`config.mk`:
```
export PLATFORM = sky130hd
export DESIGN_NAME = clk_loss_supervisor
export DESIGN_NICKNAME = d
export VERILOG_FILES = /design/src/rtl/clksup_pkg.sv /design/src/rtl/clksup_edge_mon.sv /design/src/rtl/clksup_fsm.sv /design/src/rtl/clk_loss_supervisor.sv
export SDC_FILE = /design/constraint.sdc
export NUM_CORES = 1
export LEC_CHECK = 0
export BUFFER_PORTS_ARGS = -buffer_cell sky130_fd_sc_hd__buf_2
export CAP_MARGIN = 20
export CORE_MARGIN = 2
export CORE_UTILIZATION = 50
export CTS_CLUSTER_DIAMETER = 40
export DETAILED_ROUTE_END_ITERATION = 12
export GPL_TIMING_DRIVEN = 1
export MAX_ROUTING_LAYER = met4
export PLACE_DENSITY = 0.73
export SETUP_SLACK_MARGIN = 0.1
export SYNTH_ARGS = -nofsm -noshare
export SYNTH_HDL_FRONTEND = slang
export SYNTH_HIERARCHICAL = 1
export SYNTH_SLANG_ARGS = --single-unit
```
`constraint.sdc`:
```
create_clock -name rc_clk -period 1.6 [get_ports rc_clk]
set_input_delay 0.16 -clock rc_clk [delete_from_list [all_inputs] [get_ports rc_clk]]
set_output_delay 0.16 -clock rc_clk [all_outputs]
set_load 0.05 [all_outputs]
```
`src/rtl/clksup_pkg.sv`:
```
package clksup_pkg;
    localparam int NUM_MON = 2;

    localparam logic [1:0] SEL_MAIN = 2'b00;
    localparam logic [1:0] SEL_SUB  = 2'b01;
    localparam logic [1:0] SEL_RC   = 2'b10;
    localparam logic [1:0] SEL_BAD  = 2'b11;

    typedef enum logic [1:0] {
        CAUSE_POR = 2'b00,
        CAUSE_PIN = 2'b01,
        CAUSE_WDT = 2'b10,
        CAUSE_SUP = 2'b11
    } rst_cause_e;

    typedef enum logic {
        ST_WATCH = 1'b0,
        ST_HOLD  = 1'b1
    } sup_state_e;
endpackage

```
`src/rtl/clksup_edge_mon.sv`:
```
module clksup_edge_mon #(
    parameter int TIMEOUT = 32
) (
    input  logic clk,
    input  logic por_n,
    input  logic clr_i,
    input  logic mon_i,
    output logic expired_o
);
    localparam int CNT_W = $clog2(TIMEOUT + 1);
    localparam logic [CNT_W-1:0] LIMIT = CNT_W'(TIMEOUT);

    logic [2:0]       sync_q;
    logic [CNT_W-1:0] cnt_q;
    logic             rise;

    // two synchroniser flops, third flop feeds the change detector
    always_ff @(posedge clk or negedge por_n) begin
        if (!por_n) sync_q <= '0;
        else        sync_q <= {sync_q[1:0], mon_i};
    end

    assign rise = sync_q[1] & ~sync_q[2];

    always_ff @(posedge clk or negedge por_n) begin
        if (!por_n)              cnt_q <= '0;
        else if (clr_i || rise)  cnt_q <= '0;
        else if (cnt_q != LIMIT) cnt_q <= cnt_q + 1'b1;
    end

    assign expired_o = (cnt_q == LIMIT);

    assert_cnt_bound_R1: assert property (@(posedge clk) disable iff (!por_n)
        cnt_q <= LIMIT);
endmodule

```
`src/rtl/clksup_fsm.sv`:
```
module clksup_fsm
    import clksup_pkg::*;
#(
    parameter int HOLD_CYCLES = 8
) (
    input  logic clk,
    input  logic por_n,
    input  logic abort_i,
    input  logic loss_i,
    output logic start_o,
    output logic sup_rst_o
);
    localparam int HC_W = $clog2(HOLD_CYCLES);
    localparam logic [HC_W-1:0] LAST = HC_W'(HOLD_CYCLES - 1);

    sup_state_e      state_q, state_d;
    logic [HC_W-1:0] hold_q;

    always_comb begin
        state_d = state_q;
        unique case (state_q)
            ST_WATCH: if (loss_i && !abort_i) state_d = ST_HOLD;
            ST_HOLD:  if (abort_i || hold_q == LAST) state_d = ST_WATCH;
            default:  state_d = ST_WATCH;
        endcase
    end

    always_ff @(posedge clk or negedge por_n) begin
        if (!por_n) begin
            state_q <= ST_WATCH;
            hold_q  <= '0;
        end else begin
            state_q <= state_d;
            hold_q  <= (state_q == ST_HOLD && state_d == ST_HOLD) ? hold_q + 1'b1 : '0;
        end
    end

    always_comb begin
        start_o   = (state_q == ST_WATCH) && loss_i && !abort_i;
        sup_rst_o = (state_q == ST_HOLD);
    end

    // a pulse not cut by another reset lasts the full hold count
    assert_hold_len_R3: assert property (@(posedge clk) disable iff (!por_n)
        ($fell(sup_rst_o) && !$past(abort_i)) |-> ($past(hold_q) == LAST));
endmodule

```
`src/rtl/clk_loss_supervisor.sv`:
```
module clk_loss_supervisor
    import clksup_pkg::*;
#(
    parameter int TIMEOUT     = 32,
    parameter int HOLD_CYCLES = 8
) (
    input  logic       rc_clk,
    input  logic       por_n,
    input  logic       ext_rst_n,
    input  logic       wdt_rst_i,
    input  logic       main_clk_i,
    input  logic       sub_clk_i,
    input  logic       wr_en_i,
    input  logic       wr_addr_i,
    input  logic [1:0] wr_data_i,
    output logic [1:0] clk_sel_o,
    output logic       sup_rst_o,
    output logic [3:0] sts_o
);
    logic [NUM_MON-1:0] mon_clks;
    logic [NUM_MON-1:0] expired;
    logic [NUM_MON-1:0] flags_q;
    logic               abort, clr, loss_new, start;
    rst_cause_e         cause_q;
    logic [1:0]         sel_req_q;

    assign mon_clks = {sub_clk_i, main_clk_i};
    assign abort    = !ext_rst_n || wdt_rst_i;
    assign clr      = abort || sup_rst_o;
    assign loss_new = |(expired & ~flags_q);

    for (genvar g = 0; g < NUM_MON; g++) begin : g_mon
        clksup_edge_mon #(.TIMEOUT(TIMEOUT)) u_mon (
            .clk       (rc_clk),
            .por_n     (por_n),
            .clr_i     (clr),
            .mon_i     (mon_clks[g]),
            .expired_o (expired[g])
        );
    end

    clksup_fsm #(.HOLD_CYCLES(HOLD_CYCLES)) u_fsm (
        .clk       (rc_clk),
        .por_n     (por_n),
        .abort_i   (abort),
        .loss_i    (loss_new),
        .start_o   (start),
        .sup_rst_o (sup_rst_o)
    );

    // sticky flags: only power-on or the pin clears them
    always_ff @(posedge rc_clk or negedge por_n) begin
        if (!por_n)         flags_q <= '0;
        else if (!ext_rst_n) flags_q <= '0;
        else if (start)      flags_q <= flags_q | expired;
    end

    always_ff @(posedge rc_clk or negedge por_n) begin
        if (!por_n)          cause_q <= CAUSE_POR;
        else if (!ext_rst_n) cause_q <= CAUSE_PIN;
        else if (wdt_rst_i)  cause_q <= CAUSE_WDT;
        else if (start)      cause_q <= CAUSE_SUP;
    end

    always_ff @(posedge rc_clk or negedge por_n) begin
        if (!por_n)    sel_req_q <= SEL_MAIN;
        else if (clr)  sel_req_q <= SEL_MAIN;
        else if (wr_en_i && !wr_addr_i && wr_data_i != SEL_BAD)
                       sel_req_q <= wr_data_i;
    end

    assign clk_sel_o = (|flags_q) ? SEL_RC : sel_req_q;
    assign sts_o     = {cause_q, flags_q};

    assert_sel_rc_when_lost_R4: assert property (@(posedge rc_clk) disable iff (!por_n)
        (|sts_o[1:0]) |-> (clk_sel_o == SEL_RC));

    assert_wdt_keeps_flags_R5: assert property (@(posedge rc_clk) disable iff (!por_n)
        (wdt_rst_i && ext_rst_n) |=> ((flags_q & $past(flags_q)) == $past(flags_q)));

    assert_pin_clears_flags_R6: assert property (@(posedge rc_clk) disable iff (!por_n)
        !ext_rst_n |=> (flags_q == '0));

    assert_cause_sup_R7: assert property (@(posedge rc_clk) disable iff (!por_n)
        $rose(sup_rst_o) |-> (cause_q == CAUSE_SUP));

    assert_flag_with_pulse_R2: assert property (@(posedge rc_clk) disable iff (!por_n)
        ((flags_q & ~$past(flags_q)) != '0) |-> $rose(sup_rst_o));
endmodule

```
==> out/metrics.cfg <==
[sta]
fmax_mhz=603
worst_slew_pin_slew_ns=0.608
fin_setup_tns_ns=-0.173
fin_worst_skew_ns=0.00758
slew_viol_final=0
finalHoldViolations=0
fin_crit_ns=1.66
setup_ws_ns=-0.0588
setup_viol=4
relSlewSlack=0.595
grt_setup_unrepaired=yes
period_share=1.04
final.hold.worst_slack_ns=0.0614

[hold_path]
worstHoldPathType=primary input to flip-flop
hold_depth=2
hold_end=cause_q[0]
hp-start=ext_rst_n

[status]
status=finished, violations left
violations=negative setup slack

[synth]
yosys_warnings=6
ys_seq_area_frac=0.528
avgSynthCellArea_um2=11.4
synth_area_um2=1330
yosys-top-cells-area=dfrtp_1 53%, ha_1 5.7%, o211ai_1 4.5%, inv_1 4.0%, nor4_4 3.2%
synth_async_sr_flop_share=1.00
ys_ff_latch=28
synth_area_leader_cell=dfrtp_1
syn_inst=116
synth.top_cell.area_share=0.528
synth-edff-count=0
synth_ff_type=dfrtp_1
ys_types=28
syn_nets=132

[cells_and_area]
final_nets=171
layout-drive-gt1-share=0.351
mostFrequentLayoutCells=25 x dfrtp_1, 15 x buf_4, 15 x buf_2
utilization=0.673
syn_to_final_growth_pct=26.8
finalInstanceArea_um2=1680
diodes=0
mostFrequentLayoutCell=dfrtp_1

[global_routing]
grt_max_degree=29
antenna_found_initial=0
grt_pass1_wl_um=4350
globalRouteOverflowTotal=0
grt_use_total=0.179
grt_pass1_vias=1021

[clock_tree]
clk_pin_slew_ns=0.15
cts_root_buf=clkbuf_4
clk_path_buf_depth=2
clock_latency_ns=0.32
cts_sinks=28
cts_made_buffers=3
htree_levels=1
cts_tree=done

[worst_setup_path]
worst_setup_path_start_kind=flip-flop
crit_chain=inv_2 > ha_4 > nand2_4 > nor4_4 > inv_1 > o22ai_2 > nand2b_1 > nor2_2 > a21oi_1 > nor2b_1
worstPathRequired_ns=1.86
r2r_cells=10
path_class=flip-flop to flip-flop
regToRegStartpoint=g_mon[0].u_mon/cnt_q[0]
cp_slowest_cell=dfrtp_1
path_max_fanout=4
crit_path_max_incr_delay_ns=0.43
setup.worst_path.end_class=flip-flop
timing.rr.end=flags_q[0]
worstPathArrival_ns=1.92
ff2ff_setup_slack_ns=-0.06
cp_num_buf_inv=2
cpLargestDelayFamily=simple AND/OR/NAND/NOR gates

[route]
first_iter_violations=10
routedWlPerCell_um=13.9
first_pass_iters=3
postRouteAntennaNets=0
wl_um=2550
drc=0
vias_per_cell=5.39
dr_total_vias=992

[power]
p_per_area_nw_per_um2=708
p_leak_nw=0.762
ir_drop_uv=639

[floorplan]
num_rows=18
start_util=0.531
core_um2=2500
io_pins=17
die_area_um2=3080
die_x_um=55.5
die_h_um=55.5

[place]
gp_congestion=0.738
io_buffers=16
post-dp-hpwl_um=1780
place_area_um2=1520
pre_cts_ws_ns=-0.0132

[job]
cap_violations=0

==> Yosys cell counts, types with 3 or more instances <==
| cell | count |
|---|---|
| nor2_1 | 6 |
| ha_1 | 6 |
| nand3_1 | 4 |
| nor3b_1 | 3 |
| or3_1 | 3 |
| dfrtp_1 | 28 |
| mux2i_1 | 4 |
| inv_1 | 14 |
| a21oi_1 | 6 |
| o211ai_1 | 8 |
| xnor2_1 | 3 |
| o21ai_0 | 5 |
| nand2b_1 | 3 |
==> cell type report <==
class                           instances  area (um^2)
Fill cell                             191          817
Sequential cell                        28          704
Multi-Input combinational cell         74          619
Timing Repair Buffer                   34          233
Inverter                               14         52.6
Tap cell                               30         37.5
Clock buffer                            4         36.3
==> logic make-up (layout without fill, tap and decap cells) <==
group / Yosys count / count (layout) / share of synthesized area
AND/OR/NAND/NOR: 35 / 35 / 0.190
flip-flops: 28 / 28 / 0.528
AO/OA/AOI/OAI: 24 / 24 / 0.123
buffers and inverters: 14 / 52 / 0.0396
adder cells (fa/ha/maj): 6 / 6 / 0.0565
XOR/XNOR: 5 / 5 / 0.0330
multiplexers: 4 / 4 / 0.0302
==> metal layers <==
| layer | vias up | part of all wire | GRT usage |
|---|---|---|---|
| li1 | 485 | - | - |
| met1 | 486 | 0.47 | 0.233 |
| met2 | 17 | 0.48 | 0.293 |
| met3 | 4 | 0.033 | 0.0234 |
| met4 | 0 | 0.014 | 0.0557 |
| met5 | - | 0 | - |
==> worst max path at each step <==
stage / startpoint / to / slack [ns] / cells after the start
after CTS: g_mon[0].u_mon/cnt_q[0] / flags_q[0] / 0.003 / 10
after floorplan: g_mon[1].u_mon/cnt_q[0] / cause_q[0] / -0.02 / 10
after global placement: g_mon[0].u_mon/cnt_q[0] / cause_q[0] / 0.02 / 10
final: g_mon[0].u_mon/cnt_q[0] / flags_q[0] / -0.06 / 10
after detailed placement: g_mon[0].u_mon/cnt_q[0] / cause_q[0] / -0.01 / 10
after global routing: g_mon[0].u_mon/cnt_q[0] / flags_q[1] / -0.18 / 10
==> timing repair <==
item,in CTS,in global routing
hold buffers,3,0
gates resized for setup,12,6
endpoints found under the hold margin,30,0
pin swaps,2,2
setup buffers,4,2
endpoints found under the setup margin,6,11
==> power breakdown <==
group | total (mW) | internal (mW) | switching (mW)
registers | 0.734 | 0.724 | 0.0103
clock network | 0.336 | 0.139 | 0.197
logic | 0.120 | 0.0476 | 0.0728
total | 1.19 | 0.910 | 0.280
==> stage by stage <==
stage	power, mW	cells
3_3_place_gp	0.843	171
2_1_floorplan	0.798	116
5_1_grt	1.25	184
6_report	1.19	184
4_1_cts	1.20	182
3_5_place_dp	0.848	171
==> flip-flops by register name, summed over array words and instances (netlist names) <==
name,flops
u_fsm/hold_q,3
flags_q,2
g_mon.u_mon/cnt_q,12
u_fsm/sup_rst_o,1
cause_q,2
sel_req_q,2
g_mon.u_mon/sync_q,6
==> worst reg2reg max path, delay by kind of cell, from the launching register on <==
kind / cells / cell delay (ns)
AO/OA/AOI/OAI: 2 / 0.24
AND/OR/NAND/NOR: 5 / 0.61
flip-flops: 1 / 0.43
adder cells (fa/ha/maj): 1 / 0.14
buffers and inverters: 2 / 0.18
(Power assumes the default switching activity.)
